[config.mk]
export PLATFORM = sky130hd
export DESIGN_NAME = detect_irq_reg
export DESIGN_NICKNAME = d
export VERILOG_FILES = /design/src/rtl/detect_pkg.sv /design/src/rtl/mark_timer.sv /design/src/rtl/det_status.sv /design/src/rtl/irq_latch.sv /design/src/rtl/detect_irq_reg.sv
export SDC_FILE = /design/constraint.sdc
export NUM_CORES = 1
export LEC_CHECK = 0
export ABC_AREA = 0
export BUFFER_PORTS_ARGS = -buffer_cell sky130_fd_sc_hd__buf_2
export CAP_MARGIN = 20
export CELL_PAD_IN_SITES_DETAIL_PLACEMENT = 0
export CELL_PAD_IN_SITES_GLOBAL_PLACEMENT = 2
export CORE_UTILIZATION = 40
export DETAILED_ROUTE_END_ITERATION = 8
export PLACE_DENSITY_LB_ADDON = 0.1
export REMOVE_ABC_BUFFERS = 1
export SETUP_SLACK_MARGIN = 0.02
export SLEW_MARGIN = 10
export SYNTH_ARGS = -nofsm -noshare
export SYNTH_HDL_FRONTEND = slang
export SYNTH_HIERARCHICAL = 1
export SYNTH_SLANG_ARGS = --single-unit
[constraint.sdc]
create_clock -name clk -period 4.5 [get_ports clk]
set_input_delay 0.45 -clock clk [delete_from_list [all_inputs] [get_ports clk]]
set_output_delay 0.45 -clock clk [all_outputs]
set_load 0.02 [all_outputs]
[src/rtl/detect_pkg.sv]
package detect_pkg;
    localparam int COND_W      = 4;
    localparam int DET_W       = 5;
    localparam int DET_CARRIER = 0;
    localparam int DET_ANSWER  = 1;
    localparam int DET_CPT     = 2;
    localparam int DET_LOOP    = 3;
    localparam int DET_MARK    = 4;
    // bits whose change requests an interrupt (long loop excluded)
    localparam logic [DET_W-1:0] IRQ_MASK = 5'b10111;
endpackage

[src/rtl/mark_timer.sv]
module mark_timer #(
    parameter int unsigned CLK_HZ         = 50_000_000,
    parameter int unsigned MARK_TENTHS_MS = 1655
) (
    input  logic clk,
    input  logic rst_n,
    input  logic rx_i,
    output logic hit_o
);
    localparam longint unsigned MARK_CYCLES =
        (longint'(CLK_HZ) * longint'(MARK_TENTHS_MS)) / 64'd10000;
    localparam int CNT_W = (MARK_CYCLES > 2) ? $clog2(MARK_CYCLES) : 1;
    localparam logic [CNT_W-1:0] LIMIT = CNT_W'(MARK_CYCLES - 1);

    typedef struct packed {
        logic [CNT_W-1:0] cnt;
    } tm_t;

    tm_t s_d, s_q;

    always_comb begin
        s_d   = s_q;
        hit_o = rx_i && (s_q.cnt == LIMIT);
        if (!rx_i) begin
            s_d.cnt = '0;
        end else if (s_q.cnt != LIMIT) begin
            s_d.cnt = s_q.cnt + 1'b1;
        end
    end

    always_ff @(posedge clk or negedge rst_n) begin
        if (!rst_n) s_q <= '0;
        else        s_q <= s_d;
    end

    p_cnt_bound_r3: assert property (@(posedge clk) disable iff (!rst_n)
        s_q.cnt <= LIMIT);
    p_climb_r3: assert property (@(posedge clk) disable iff (!rst_n)
        (rx_i && s_q.cnt != LIMIT) |=> (s_q.cnt == $past(s_q.cnt) + 1'b1));
    p_restart_r4: assert property (@(posedge clk) disable iff (!rst_n)
        !rx_i |=> (s_q.cnt == '0));
endmodule

[src/rtl/det_status.sv]
module det_status
    import detect_pkg::*;
(
    input  logic              clk,
    input  logic              rst_n,
    input  logic [COND_W-1:0] cond_i,
    input  logic              mark_hit_i,
    output logic [DET_W-1:0]  det_o,
    output logic              evt_o
);
    typedef struct packed {
        logic [DET_W-1:0] det;
    } st_t;

    st_t s_d, s_q;

    always_comb begin
        s_d     = s_q;
        s_d.det = {mark_hit_i, cond_i};
        evt_o   = |((s_d.det ^ s_q.det) & IRQ_MASK);
    end

    assign det_o = s_q.det;

    always_ff @(posedge clk or negedge rst_n) begin
        if (!rst_n) s_q <= '0;
        else        s_q <= s_d;
    end

    p_track_r2: assert property (@(posedge clk) disable iff (!rst_n)
        1'b1 |=> (s_q.det[COND_W-1:0] == $past(cond_i)));
    p_mark_drop_r4: assert property (@(posedge clk) disable iff (!rst_n)
        !mark_hit_i |=> !s_q.det[DET_MARK]);
endmodule

[src/rtl/irq_latch.sv]
module irq_latch (
    input  logic clk,
    input  logic rst_n,
    input  logic en_i,
    input  logic rd_i,
    input  logic evt_i,
    output logic irq_o
);
    typedef struct packed {
        logic pend;
    } ir_t;

    ir_t s_d, s_q;

    always_comb begin
        s_d      = s_q;
        s_d.pend = en_i && ((s_q.pend && !rd_i) || evt_i);
    end

    assign irq_o = s_q.pend;

    always_ff @(posedge clk or negedge rst_n) begin
        if (!rst_n) s_q <= '0;
        else        s_q <= s_d;
    end

    p_set_r5: assert property (@(posedge clk) disable iff (!rst_n)
        (en_i && evt_i) |=> irq_o);
    p_hold_r7: assert property (@(posedge clk) disable iff (!rst_n)
        (irq_o && en_i && !rd_i) |=> irq_o);
    p_mask_r8: assert property (@(posedge clk) disable iff (!rst_n)
        !en_i |=> !irq_o);
endmodule

[src/rtl/detect_irq_reg.sv]
module detect_irq_reg
    import detect_pkg::*;
#(
    parameter int unsigned CLK_HZ         = 50_000_000,
    parameter int unsigned MARK_TENTHS_MS = 1655
) (
    input  logic        clk,
    input  logic        rst_n,
    input  logic [3:0]  cond_i,
    input  logic        rx_raw_i,
    input  logic        int_en_i,
    input  logic        rd_stb_i,
    output logic [7:0]  status_o,
    output logic        irq_o
);
    logic             mark_hit;
    logic [DET_W-1:0] det;
    logic             evt;

    mark_timer #(
        .CLK_HZ        (CLK_HZ),
        .MARK_TENTHS_MS(MARK_TENTHS_MS)
    ) u_timer (
        .clk  (clk),
        .rst_n(rst_n),
        .rx_i (rx_raw_i),
        .hit_o(mark_hit)
    );

    det_status u_status (
        .clk       (clk),
        .rst_n     (rst_n),
        .cond_i    (cond_i),
        .mark_hit_i(mark_hit),
        .det_o     (det),
        .evt_o     (evt)
    );

    irq_latch u_irq (
        .clk  (clk),
        .rst_n(rst_n),
        .en_i (int_en_i),
        .rd_i (rd_stb_i),
        .evt_i(evt),
        .irq_o(irq_o)
    );

    assign status_o = {{(8-DET_W){1'b0}}, det};

    p_upper_zero_r2: assert property (@(posedge clk) disable iff (!rst_n)
        status_o[7:DET_W] == '0);
    p_loop_silent_r6: assert property (@(posedge clk) disable iff (!rst_n)
        (!$past(irq_o) && ((status_o ^ $past(status_o)) == 8'h08)) |-> !irq_o);
endmodule

==> flow_metrics.py, run 1 <==
metrics = {
    "placement": {
        "hpwl_um": 1860,
        "gp_congestion": 0.793,
        "portBuffers": 14,
    },
    "yosys": {
        "synth.avg_cell_area_um2": 10.8,
        "synthDistinctLibCells": 34,
        "async_flop_share_pct": 100,
        "ys_ff_latch": 29,
        "synth.top_cells.by_count": "dfrtp_1, and2_1, xnor2_1, nand2_1, nand3_1",
        "synth_top_area_share_pct": 48.3,
        "synthTopCellsByArea": "dfrtp_1, xnor2_1, and2_1",
        "yosysWarnings": 6,
        "synth_seq_area_share_pct": 48.3,
        "synth_edf_count": 0,
        "syn_area_mm2": 0.00150,
        "synth_flop_cell": "dfrtp_1",
        "yosys.cell_count.top_type": "dfrtp_1",
        "synth_top_area_cell": "dfrtp_1",
        "synthCells": 139,
    },
    "drt": {
        "drtAntennaViolNets": 0,
        "routed_via_density": 5.02,
        "drtIter0Drc": 75,
        "drc": 0,
        "wl_per_cell_um": 13.7,
        "wl_um": 2790,
        "dr_total_vias": 1019,
        "dr.pass1.iters": 4,
    },
    "clocking": {
        "cts_hold_buf": 0,
        "cts-buffers-inserted": 5,
        "cts_resized": 0,
        "clock_sinks": 29,
        "clk_pin_slew_worst_paths_ps": 60,
        "clk_latency_ps": 270,
        "cts_tree": "built",
        "h-tree-depth": 2,
        "cts_root_buf": "clkbuf_8",
        "post_cts_buffers": 0,
        "clockBufferDepth": 2,
    },
    "sta": {
        "finalMaxSlewViolations": 0,
        "slew_headroom_pct": 57.0,
        "skew_ps": 5.44,
        "fmax_mhz": 472,
        "rsz0062_at_grt": "false",
        "setup_tns_ps": 0,
        "worstMarginPinSlew_ps": 645,
        "setup_violations": 0,
        "period_share_pct": 47.1,
        "finalHoldViolations": 0,
        "min_period_ps": 2120,
    },
    "grt": {
        "track_usage_pct": 16.6,
        "grt_antenna_before_repair": 0,
        "grt_pass1_wl_um": 4960,
        "grt_overflow_total": 0,
        "grt_max_degree": 30,
        "grt_pass1_vias": 1013,
    },
    "floorplanning": {
        "initial_core_util_pct": 43.3,
        "die_area_mm2": 0.00401,
        "core_mm2": 0.00347,
        "io_pins": 18,
        "fp-row-count": 21,
        "die_y_um": 63.3,
        "die_w_um": 63.3,
    },
    "setup_path": {
        "end_kind": "register",
        "critical_path_arrival_ps": 2280,
        "r2r-start": "u_timer/s_q[15]",
        "critPathKind": "reg2reg",
        "critPathLaunchType": "register",
        "worstPathRequired_ps": 4660,
        "path_max_fanout": 9,
        "cp-startpoint": "u_timer/s_q[15]",
    },
    "worst_hold_path": {
        "hp-class": "in2async",
    },
    "layout": {
        "drive_above_1_share_pct": 18.5,
        "final_nets": 166,
        "antenna_cells": 0,
        "synthToLayoutAreaGrowth_pct": 13.4,
        "final_core_util_pct": 49.1,
    },
    "power_and_ir_drop": {
        "powerDensity_mw_per_mm2": 313,
        "peakVddDrop_mv": 0.158,
        "leakage_uw": 0.000789,
    },
    "status": {
        "status": "finished clean",
    },
    "flow_run": {
        "maxCapViolCount": 0,
    },
}
-- path summary, 6_finish.rpt --
kind                                           to  slack, ps  cells after the start
worst min-delay path              u_timer/s_q[18]        190                      1
worst min register to register        u_irq/irq_o        590                      2
worst max-delay path                  u_irq/irq_o       2380                      7
max in group asynchronous          u_timer/s_q[8]       3880                      1
worst max register to register        u_irq/irq_o       2380                      7
min in group clk                u_status/det_o[3]        280                      1
-- power by group --
part           internal, uW  switching [uW]
clock network           138            95.1
logic                  11.1            19.3
registers               265            4.13
-- through the flow --
step	hold slack (ps)	instance area (um^2)	setup slack (ps)	power [uW]	std cells
after floorplan	154	1480	2620	289	135
after global placement	511	1600	2470	305	195
after detailed placement	522	1600	2390	306	195
after CTS	219	1700	2380	546	203
after global routing	239	1700	2160	565	203
final	194	1700	2380	533	203
-- cell usage in the layout (no fill, tap or decap), types with 3 or more instances in the layout --
master,n
nor2_1,6
nand4_1,7
nand3_1,9
clkbuf_8,7
xnor2_1,16
buf_2,14
conb_1,3
dfrtp_1,29
and2_1,18
xor2_1,6
nand2_1,9
-- critical path, stage by stage (launching register included) --
cell     delay (ps)
dfrtp_1         430
nor4b_1         350
nand4_1         200
nor3_4          390
and2_1          220
xnor2_1         130
nand4_1         100
o21a_1          190
-- layout make-up --
cell class | count | area, um^2
inverter | 2 | 7.51
tap | 46 | 57.6
multi-input combinational | 104 | 742
fill | 352 | 1760
sequential | 29 | 726
clock buffer | 7 | 96.3
timing repair buffer | 14 | 70.1
clock inverter | 1 | 5.00
-- flip-flops by register name, indices dropped and copies added, names as in the netlist --
register,count
u_status/det_o,5
u_irq/irq_o,1
u_timer/s_q,23
-- cell families after synthesis --
group / Yosys count / share of synthesized area [%]
AND/OR/NAND/NOR: 69 / 30.6
flip-flops: 29 / 48.3
XOR/XNOR: 22 / 12.8
AO/OA/AOI/OAI: 8 / 3.66
buffers and inverters: 8 / 2.83
adder cells (fa/ha/maj): 1 / 0.833
other: 1 / 0.250
multiplexers: 1 / 0.666
-- metal layers --
metal	GRT usage, %	share of wire (%)	vias up
met3	5.43	4.2	2
met2	25.3	47	29
met5	0	0	-
li1	-	-	503
met1	21.3	48	485
met4	7.67	1.0	0
Power figures use the tool's default switching activity.
==> inputs of run 2 (changes only) <==
- ABC_AREA: 0 -> 1
- CORE_UTILIZATION: 40 -> 32
- clock period: 4.5 -> 2.03 ns (I/O delays scaled with it)
==> run 2 against run 1 <==
  * Hold slack worse by 160 ps
  * Global-route usage up 0.30 points
  * Clock power increased by 100%
  * Die area up 45%
  * Clock skew shrank 1.5 ps
  * Worst setup slack got worse by 2100 ps
  * Utilization shrank 11 points
  * Largest power group unchanged
==> flow_metrics.py, run 2 <==
metrics = {
    "clocking": {
        "clockBufferDepth": 2,
        "clock_sinks": 29,
        "clk_latency_ps": 270,
        "clk_pin_slew_worst_paths_ps": 60,
        "cts-buffers-inserted": 5,
        "cts_root_buf": "clkbuf_8",
        "cts_tree": "built",
        "h-tree-depth": 2,
        "post_cts_buffers": 0,
    },
    "grt": {
        "track_usage_pct": 16.9,
        "grt_busiest_layer": "met2",
        "grt_antenna_before_repair": 0,
        "met3_usage_pct": 3.71,
        "met2_usage_pct": 26.9,
        "grt_max_degree": 30,
        "grt_pass1_wl_um": 7450,
        "grtUsageMet1_pct": 22.6,
        "grt_pass1_vias": 1520,
        "grt_overflow_total": 0,
    },
    "yosys": {
        "synth.top_cells.by_count": "nand2_1, nor2_1, dfrtp_1, inv_1, nand3_1",
        "synth_edf_count": 0,
        "synthDistinctLibCells": 25,
        "synth_top_area_share_pct": 41.2,
        "synthCells": 256,
        "yosysWarnings": 6,
        "synth_top_area_cell": "dfrtp_1",
        "synth_seq_area_share_pct": 41.2,
        "synth_flop_cell": "dfrtp_1",
        "ys_ff_latch": 29,
        "yosys.cell_count.top_type": "nand2_1",
        "synth.avg_cell_area_um2": 6.89,
        "synthTopCellsByArea": "dfrtp_1, nand2_1, nor2_1",
        "syn_area_mm2": 0.00176,
        "async_flop_share_pct": 100,
    },
    "power_and_ir_drop": {
        "clkPwrFrac_pct": 41.1,
        "p_seq_share_pct": 51.5,
        "comb_power_share_pct": 7.4,
        "power.share.switching_pct": 23.8,
        "total_power_uw": 1160,
        "powerDensity_mw_per_mm2": 577,
        "p_sw_uw": 276,
        "internal_power_uw": 883,
        "leakage_uw": 0.000891,
        "peakVddDrop_mv": 0.318,
    },
    "drt": {
        "drtAntennaViolNets": 0,
        "routed_via_density": 4.51,
        "wl_um": 4440,
        "wl_per_cell_um": 12.8,
        "dr_total_vias": 1564,
        "dr.pass1.iters": 6,
        "drc": 0,
        "drtIter0Drc": 88,
    },
    "placement": {
        "place_ws_ps": 306,
        "hpwl_um": 3430,
        "gp_congestion": 0.748,
        "portBuffers": 14,
        "dp_cells": 339,
    },
    "floorplanning": {
        "fp-row-count": 26,
        "die_w_um": 76.2,
        "die_area_mm2": 0.00581,
        "die_y_um": 76.2,
        "io_pins": 18,
        "core_mm2": 0.00520,
        "initial_core_util_pct": 33.9,
    },
    "layout": {
        "drive_above_1_share_pct": 17.0,
        "final_nets": 287,
        "largest_register_ffs": 23,
        "fillers": 603,
        "final_cells": 347,
        "antenna_cells": 0,
        "final_core_util_pct": 38.6,
        "regMostFlops": "u_timer/s_q",
        "final_common_cell": "nand2_1",
        "final_cell_mix": "nand2_1, nor2_1, inv_1, dfrtp_1, nand3_1",
        "synthToLayoutAreaGrowth_pct": 14.0,
    },
    "sta": {
        "min_period_ps": 1710,
        "skew_ps": 3.99,
        "setup_tns_ps": 0,
        "worstMarginPinSlew_ps": 696,
        "finalHoldViolations": 0,
        "slew_headroom_pct": 53.6,
        "fin_ws_ps": 318,
        "rsz0062_at_grt": "false",
        "fmax_mhz": 584,
        "finalMaxSlewViolations": 0,
        "setup_violations": 0,
        "period_share_pct": 84.3,
    },
    "setup_path": {
        "cp-startpoint": "u_timer/s_q[3]",
        "critPathLaunchType": "register",
        "critPathKind": "reg2reg",
        "worstPathRequired_ps": 2200,
        "end_kind": "register",
        "regToRegSetupSlack_ps": 320,
        "r2r-end": "u_irq/irq_o",
        "critical_path_arrival_ps": 1880,
        "r2r-start": "u_timer/s_q[3]",
        "path_max_fanout": 4,
        "r2r_cells": 12,
    },
    "flow_run": {
        "maxCapViolCount": 0,
    },
    "worst_hold_path": {
        "min_from": "cond_i[3]",
        "hp-class": "in2reg",
        "min_to": "u_status/det_o[3]",
        "holdPathStages": 1,
    },
    "status": {
        "status": "finished clean",
    },
}
run 2: changes by cell type after synthesis, sizes merged, moves of 14 or more:
| cell | before | now |
|---|---|---|
| and2 | 18 | 0 |
| inv | 2 | 31 |
| nand2 | 9 | 86 |
| nor2 | 6 | 58 |
| xnor2 | 16 | 2 |
run 2: stage by stage:
step,instance area [um^2],hold slack [ps]
2_1_floorplan,1740,-92.6
4_1_cts,2010,23.1
3_5_place_dp,1910,296
6_report,2010,34.5
3_3_place_gp,1910,308
5_1_grt,2010,17.6
run 2: cell families (layout without fill, tap and decap cells):
logic type      after synthesis  in the layout  share of synthesized area (%)
compound gates               11             11                           3.48
xor+xnor                      4              4                           1.99
fa+ha+maj                     1              1                          0.710
buf+inv                      36             55                           8.30
flops                        29             29                           41.2
other cells                   1              3                          0.213
simple gates                174            174                           44.1
run 2: critical path, stage by stage, from the launching register on:
cell and delay (ps):
dfrtp_1 430, inv_1 130, nand4_1 110, nor3_1 220, nand3_1 110, nor2_1 190, inv_1 60, nand2_1 60
nand2_1 50, nor2_1 80, nand2_1 50, inv_1 60, a21oi_2 50
run 2: power by group through the flow:
| stage | Combinational, uW | Sequential, uW | Clock [uW] |
|---|---|---|---|
| 2_1_floorplan | 36.9 | 614 | 0 |
| 3_3_place_gp | 87.5 | 608 | 0 |
| 3_5_place_dp | 86.9 | 607 | 0 |
| 4_1_cts | 88.5 | 597 | 494 |
| 5_1_grt | 98.1 | 599 | 520 |
| 6_report | 85.6 | 597 | 477 |
run 2: timing repair:
item                                    CTS  global route
endpoints found under the setup margin    0             0
endpoints found under the hold margin    11             0
hold buffers                              1             0
gates resized for setup                   0             0
run 2: worst max path at each step:
stage	to	slack, ps
floorplan	u_irq/irq_o	460
global placement	u_irq/irq_o	360
detailed placement	u_irq/irq_o	310
CTS	u_irq/irq_o	300
global route	u_irq/irq_o	130
finish	u_irq/irq_o	320
run 2: final cells by class:
cell class              count  area, um^2  area share [%]
repair buffers             17        95.1            4.73
flip-flops and latches     29         726            36.1
inverters                  31         116            5.79
clock buffers               7        86.3            4.30
well taps                  70        87.6            4.36
multi-input cells         193         898            44.7
run 2: metal layers:
metal / share of wire [%] / vias to the layer above
li1: - / 820
met1: 49 / 715
met2: 47 / 25
met3: 3.0 / 4
met4: 0.95 / 0
met5: 0 / -
